$ cat src/rtl/timer_pkg.sv
package timer_pkg;
  typedef enum logic [2:0] {
    RW_CTRL   = 3'd0,
    RW_COUNT  = 3'd1,
    RW_RELOAD = 3'd2,
    RW_CMP    = 3'd3,
    RW_IEN    = 3'd4,
    RW_STAT   = 3'd5
  } reg_word_t;

  localparam int CTL_EN       = 0;
  localparam int CTL_BUFFERED = 1;
  localparam int CTL_PERIODIC = 2;
  localparam int CTL_W        = 3;

  localparam int EV_HIT  = 0;
  localparam int EV_WRAP = 1;
  localparam int EV_W    = 2;
endpackage

$ cat src/rtl/tmr_counter.sv
module tmr_counter #(
  parameter int CNT_W = 32
) (
  input  logic             clk,
  input  logic             rst_n,
  input  logic             run,
  input  logic             periodic,
  input  logic             buffered,
  input  logic             load,
  input  logic [CNT_W-1:0] load_val,
  input  logic             rel_wr,
  input  logic [CNT_W-1:0] rel_val,
  output logic [CNT_W-1:0] count,
  output logic [CNT_W-1:0] rel_shadow,
  output logic             wrap
);
  localparam logic [CNT_W-1:0] ALL_ONES = '1;

  logic [CNT_W-1:0] rel_active;
  logic [CNT_W-1:0] top;

  assign top  = periodic ? rel_active : ALL_ONES;
  assign wrap = run && !load && (count == top);

  always_ff @(posedge clk or negedge rst_n) begin
    if (!rst_n) begin
      count <= '0;
    end else if (load) begin
      count <= load_val;
    end else if (wrap) begin
      count <= '0;
    end else if (run) begin
      count <= count + 1'b1;
    end
  end

  always_ff @(posedge clk or negedge rst_n) begin
    if (!rst_n) begin
      rel_shadow <= ALL_ONES;
      rel_active <= ALL_ONES;
    end else begin
      if (rel_wr) rel_shadow <= rel_val;
      if (rel_wr && !buffered) rel_active <= rel_val;
      else if (wrap && buffered) rel_active <= rel_shadow;
    end
  end

  assert_count_step_R2: assert property (@(posedge clk) disable iff (!rst_n)
    (run && !load && !wrap) |=> (count == $past(count) + 1'b1));
  assert_count_hold_R2: assert property (@(posedge clk) disable iff (!rst_n)
    (!run && !load) |=> $stable(count));
  assert_wrap_zero_R3: assert property (@(posedge clk) disable iff (!rst_n)
    wrap |=> (count == '0));
endmodule

$ cat src/rtl/tmr_compare.sv
module tmr_compare #(
  parameter int CNT_W = 32
) (
  input  logic             clk,
  input  logic             rst_n,
  input  logic [CNT_W-1:0] count,
  input  logic             arm_wr,
  input  logic [CNT_W-1:0] arm_val,
  output logic [CNT_W-1:0] cmp_val,
  output logic             hit
);
  logic             armed;
  logic [CNT_W-1:0] diff;

  assign diff = count - cmp_val;
  assign hit  = armed && !diff[CNT_W-1];

  always_ff @(posedge clk or negedge rst_n) begin
    if (!rst_n) begin
      cmp_val <= '0;
      armed   <= 1'b0;
    end else if (arm_wr) begin
      cmp_val <= arm_val;
      armed   <= 1'b1;
    end else if (hit) begin
      armed   <= 1'b0;
    end
  end

  assert_disarm_R6: assert property (@(posedge clk) disable iff (!rst_n)
    (hit && !arm_wr) |=> !hit);
  assert_rearm_R7: assert property (@(posedge clk) disable iff (!rst_n)
    arm_wr |=> (cmp_val == $past(arm_val)));
endmodule

$ cat src/rtl/tmr_regs.sv
module tmr_regs
  import timer_pkg::*;
#(
  parameter int CNT_W  = 32,
  parameter int ADDR_W = 3
) (
  input  logic              clk,
  input  logic              rst_n,
  input  logic              bus_wr,
  input  logic [ADDR_W-1:0] bus_addr,
  input  logic [CNT_W-1:0]  bus_wdata,
  input  logic [CNT_W-1:0]  count,
  input  logic [CNT_W-1:0]  rel_shadow,
  input  logic [CNT_W-1:0]  cmp_val,
  input  logic              hit,
  input  logic              wrap,
  output logic              run,
  output logic              buffered,
  output logic              periodic,
  output logic              cnt_load,
  output logic              rel_wr,
  output logic              cmp_wr,
  output logic [CNT_W-1:0]  bus_rdata,
  output logic              irq
);
  logic [CTL_W-1:0] ctrl;
  logic [EV_W-1:0]  ien;
  logic [EV_W-1:0]  stat;
  logic [EV_W-1:0]  ev_set;
  logic [EV_W-1:0]  ev_clr;
  reg_word_t        word;

  assign word     = reg_word_t'(bus_addr);
  assign run      = ctrl[CTL_EN];
  assign buffered = ctrl[CTL_BUFFERED];
  assign periodic = ctrl[CTL_PERIODIC];
  assign cnt_load = bus_wr && (word == RW_COUNT);
  assign rel_wr   = bus_wr && (word == RW_RELOAD);
  assign cmp_wr   = bus_wr && (word == RW_CMP);

  always_comb begin
    ev_set          = '0;
    ev_set[EV_HIT]  = hit;
    ev_set[EV_WRAP] = wrap;
    ev_clr = (bus_wr && (word == RW_STAT)) ? bus_wdata[EV_W-1:0] : '0;
  end

  always_ff @(posedge clk or negedge rst_n) begin
    if (!rst_n) begin
      ctrl <= '0;
      ien  <= '0;
      stat <= '0;
    end else begin
      if (bus_wr && (word == RW_CTRL)) ctrl <= bus_wdata[CTL_W-1:0];
      if (bus_wr && (word == RW_IEN))  ien  <= bus_wdata[EV_W-1:0];
      stat <= (stat & ~ev_clr) | ev_set;
    end
  end

  assign irq = |(stat & ien);

  always_comb begin
    bus_rdata = '0;
    case (word)
      RW_CTRL:   bus_rdata[CTL_W-1:0] = ctrl;
      RW_COUNT:  bus_rdata = count;
      RW_RELOAD: bus_rdata = rel_shadow;
      RW_CMP:    bus_rdata = cmp_val;
      RW_IEN:    bus_rdata[EV_W-1:0] = ien;
      RW_STAT:   bus_rdata[EV_W-1:0] = stat;
      default:   bus_rdata = '0;
    endcase
  end

  assert_hit_sets_R4: assert property (@(posedge clk) disable iff (!rst_n)
    hit |=> stat[EV_HIT]);
  assert_sticky_R8: assert property (@(posedge clk) disable iff (!rst_n)
    (stat[EV_HIT] && !ev_clr[EV_HIT]) |=> stat[EV_HIT]);
  assert_wrap_flag_R10: assert property (@(posedge clk) disable iff (!rst_n)
    wrap |=> stat[EV_WRAP]);
  assert_irq_needs_enable_R9: assert property (@(posedge clk) disable iff (!rst_n)
    (ien == '0) |-> !irq);
endmodule

$ cat src/rtl/cmp_event_timer.sv
module cmp_event_timer #(
  parameter int CNT_W  = 32,
  parameter int ADDR_W = 3
) (
  input  logic              clk,
  input  logic              rst_n,
  input  logic              bus_wr,
  input  logic [ADDR_W-1:0] bus_addr,
  input  logic [CNT_W-1:0]  bus_wdata,
  output logic [CNT_W-1:0]  bus_rdata,
  output logic              irq
);
  logic             run, buffered, periodic;
  logic             cnt_load, rel_wr, cmp_wr;
  logic             hit, wrap;
  logic [CNT_W-1:0] count, rel_shadow, cmp_val;

  tmr_regs #(.CNT_W(CNT_W), .ADDR_W(ADDR_W)) u_regs (
    .clk(clk), .rst_n(rst_n), .bus_wr(bus_wr), .bus_addr(bus_addr),
    .bus_wdata(bus_wdata), .count(count), .rel_shadow(rel_shadow),
    .cmp_val(cmp_val), .hit(hit), .wrap(wrap), .run(run),
    .buffered(buffered), .periodic(periodic), .cnt_load(cnt_load),
    .rel_wr(rel_wr), .cmp_wr(cmp_wr), .bus_rdata(bus_rdata), .irq(irq)
  );

  tmr_counter #(.CNT_W(CNT_W)) u_counter (
    .clk(clk), .rst_n(rst_n), .run(run), .periodic(periodic),
    .buffered(buffered), .load(cnt_load), .load_val(bus_wdata),
    .rel_wr(rel_wr), .rel_val(bus_wdata), .count(count),
    .rel_shadow(rel_shadow), .wrap(wrap)
  );

  tmr_compare #(.CNT_W(CNT_W)) u_compare (
    .clk(clk), .rst_n(rst_n), .count(count), .arm_wr(cmp_wr),
    .arm_val(bus_wdata), .cmp_val(cmp_val), .hit(hit)
  );

  assert_irq_has_source_R9: assert property (@(posedge clk) disable iff (!rst_n)
    $rose(irq) |-> ($past(hit) || $past(wrap) || $past(bus_wr)));
endmodule

$ cat config.mk
export PLATFORM = sky130hd
export DESIGN_NAME = cmp_event_timer
export DESIGN_NICKNAME = d
export VERILOG_FILES = /design/src/rtl/timer_pkg.sv /design/src/rtl/tmr_counter.sv /design/src/rtl/tmr_compare.sv /design/src/rtl/tmr_regs.sv /design/src/rtl/cmp_event_timer.sv
export SDC_FILE = /design/constraint.sdc
export NUM_CORES = 1
export LEC_CHECK = 0
export CAP_MARGIN = 20
export CELL_PAD_IN_SITES_DETAIL_PLACEMENT = 2
export CELL_PAD_IN_SITES_GLOBAL_PLACEMENT = 2
export CORE_ASPECT_RATIO = 1.5
export CORE_MARGIN = 2
export CORE_UTILIZATION = 33
export CTS_BUF_LIST = sky130_fd_sc_hd__clkbuf_4
export CTS_CLUSTER_SIZE = 16
export DETAILED_ROUTE_END_ITERATION = 8
export PLACE_DENSITY_LB_ADDON = 0.05
export SLEW_MARGIN = 30
export SYNTH_ARGS = -nofsm -noshare
export SYNTH_HDL_FRONTEND = slang
export SYNTH_SLANG_ARGS = --single-unit
$ cat constraint.sdc
create_clock -name clk -period 3.26 [get_ports clk]
set_clock_uncertainty 0.15 [all_clocks]
set_input_delay 0.489 -clock clk [delete_from_list [all_inputs] [get_ports clk]]
set_output_delay 0.489 -clock clk [all_outputs]
set_load 0.1 [all_outputs]
==> qor.yml <==
status:
  outcome: "finished clean"
floorplanning:
  num_rows: 73
  core-area_um2: 26300
  die_width_um: 137
  initial_core_util: 0.333
  die_h_um: 204
  dieArea_um2: 27900
  ios: 71
detailed_routing:
  wl_mm: 32.3
  drc: 0
  ant_nets: 0
  routed-via-count: 7455
  detail_route.wl_per_cell_um: 24.9
  drtPass1Iterations: 4
  drt_iter0_drc: 292
  vias_per_cell: 5.75
finish:
  synthToLayoutAreaGrowth_pct: 20.5
  fin_util: 0.401
  layout.nets: 1015
  design_area_um2: 10600
  drive_above_1_share: 0.310
sta:
  relSlewSlack: 0.439
  tns_ns: 0
  fin_crit_sh: 0.933
  slew_violations: 0
  finalCriticalPeriod_ns: 3.04
  rsz0062_at_grt: "no"
  hold_violations: 0
  worst_slack_ns: 0.217
  setup_viol: 0
  worst_pin_slew_ns: 0.841
  fmax_mhz: 329
logic_synthesis:
  syn_inst: 888
  yosysTopAreaCellShare: 0.206
  synth-edff-count: 0
  ys_types: 58
  synth_seq_cells: 136
  synth_largest_area_cell: "dfrtp_1"
  synth.area.top_cells: "dfrtp_1 (21%), dfstp_2 (19%), mux2_2 (12%), ha_1 (4.4%), a221o_1 (3.5%)"
  synth_area_um2: 8760
  yosys_most_used_dff: "dfrtp_1"
  yosys_warnings: 0
  ys_seq_area_frac: 0.397
  syn-num-nets: 957
  synthArstFlopShare: 1.00
  syn_avg_cell_area_um2: 9.87
critical_path:
  cp_max_fo: 21
  reg2reg_from: "u_regs.ctrl[2]$_DFFE_PN0P_"
  r2r_cells: 8
  critical_path_class: "flop to flop"
  crit_path_start: "u_regs.ctrl[2]$_DFFE_PN0P_"
  critPathCaptureType: "flop"
  reg2reg_to: "u_counter.count[16]$_DFFE_PN0P_"
  critPathArrivalTime_ns: 3.40
  start_kind: "flop"
  crit_end: "u_counter.count[16]$_DFFE_PN0P_"
  r2r_setup_slack_ns: 0.22
  crit_required_ns: 3.61
cts:
  clk_path_buf_depth: 2
  clkTransAtPathRegs_ns: 0.12
  cts_tree: "built"
  cts_sinks: 136
  clock_latency_ns: 0.64
  cts_root_buf: "clkbuf_4"
  h-tree-depth: 4
  cts_buffers: 17
global_route:
  grt_max_degree: 67
  grt_pass1_wl_mm: 51.2
  grt_util_all_layers: 0.246
  grt_pass1_vias: 8569
  antenna_found_initial: 1
  globalRouteOverflowTotal: 0
place:
  place_area_um2: 10300
  dpl.hpwl_mm: 23.3
  io_buffers: 70
  dp_slack_ns: 0.0765
  gp_congestion: 0.796
power_and_ir_drop:
  p_per_area_nw_per_um2: 643
  peakVddDrop_uv: 259
  total_leakage_power_nw: 4.43
  total_power_mw: 6.79
worst_hold_path:
  hp-class: "input pin to async pin"
run:
  drv_cap: 0
==> cells in the final DEF, fill, tap and decap left out, drive strengths merged, types with 9 or more instances in the layout <==
master,count
o31ai,15
nor3,17
nand3,15
a21oi,24
clkdlybuf4s50,33
nor2,70
a22oi,29
clkinv,9
inv,35
dfstp,64
xor2,24
clkbuf,21
nand2,60
dfrtp,72
a211oi,10
xnor2,13
mux2,97
buf,80
o21ai,10
and3,48
ha,31
nand4,19
a221o,31
==> per-stage QoR <==
stage / hold WS (ns) / cells
CTS: 0.153 / 1296
global placement: 0.285 / 1263
detailed placement: 0.292 / 1263
global route: 0.190 / 1297
finish: 0.177 / 1297
floorplan: 0.0434 / 888
==> Yosys cell counts (all sizes together), types with 7 or more instances <==
cell type	count
a21oi	24
inv	35
nand2	60
and3	48
nor4bb	8
buf	20
nand2b	7
o31ai	15
nand3	15
clkbuf	56
nor2	70
xnor2	13
dfstp	64
xor2	24
mux2	97
a221o	31
ha	31
a211oi	10
nor3	17
a22oi	29
or3	7
nand4	19
and2	8
o21ai	10
dfrtp	72
==> flip-flops by register name, summed over array words and instances, names as in the netlist <==
name                  cells
u_compare.cmp_val        32
u_counter.count          32
u_counter.rel_active     32
u_counter.rel_shadow     32
u_regs.ctrl               3
u_regs.ien                2
u_regs.stat               2
u_compare.armed           1
==> worst min path at each step <==
stage,startpoint,endpoint,cells after the start
after floorplan,rst_n,u_compare.armed$_DFFE_PN0P_,0
after global placement,rst_n,u_compare.cmp_val[9]$_DFFE_PN0P_,1
after detailed placement,rst_n,u_compare.cmp_val[9]$_DFFE_PN0P_,1
after CTS,rst_n,u_compare.cmp_val[9]$_DFFE_PN0P_,2
after global routing,rst_n,u_compare.cmp_val[9]$_DFFE_PN0P_,2
final,rst_n,u_compare.cmp_val[9]$_DFFE_PN0P_,2
==> per-layer routing <==
layer,up-vias,share of wire,GRT usage
li1,3397,-,-
met1,3899,0.39,0.275
met2,121,0.56,0.466
met3,38,0.027,0.0326
met4,0,0.023,0.0862
met5,-,0,0
==> critical path, cell delays in order, from the launching register on <==
cell,delay [ns]
dfrtp_2,0.59
buf_4,0.28
nor4bb_1,0.26
a22o_1,0.24
o32ai_1,0.10
nor4b_1,0.32
and3_1,0.57
buf_4,0.28
o31ai_1,0.10
==> timing repair <==
action,4_1_cts,5_1_grt
endpoints found under the hold margin,40,0
hold buffers,1,0
buffers inserted,0,0
gates resized for setup,0,1
setup endpoints to repair,0,27
==> cell families after synthesis <==
group,after synthesis,synth area share
compound gates,165,0.144
xor+xnor,37,0.0370
fa+ha+maj,31,0.0443
buf+inv,111,0.0540
flops,136,0.397
mux,102,0.132
simple gates,306,0.192
==> final cells by class <==
cell class,count,area (µm²)
clock buffer,20,150
antenna,1,2.50
fill,2819,15700
inverter,35,131
multi-input combinational,641,4870
timing repair buffer,115,1370
tap,337,422
sequential,136,3480
clock inverter,12,133
==> power breakdown <==
part | switching, mW | internal, mW | total [mW]
clock network | 0.691 | 0.542 | 1.23
logic | 1.46 | 1.21 | 2.67
registers | 0.620 | 2.27 | 2.89
Power figures use the tool's default switching activity.
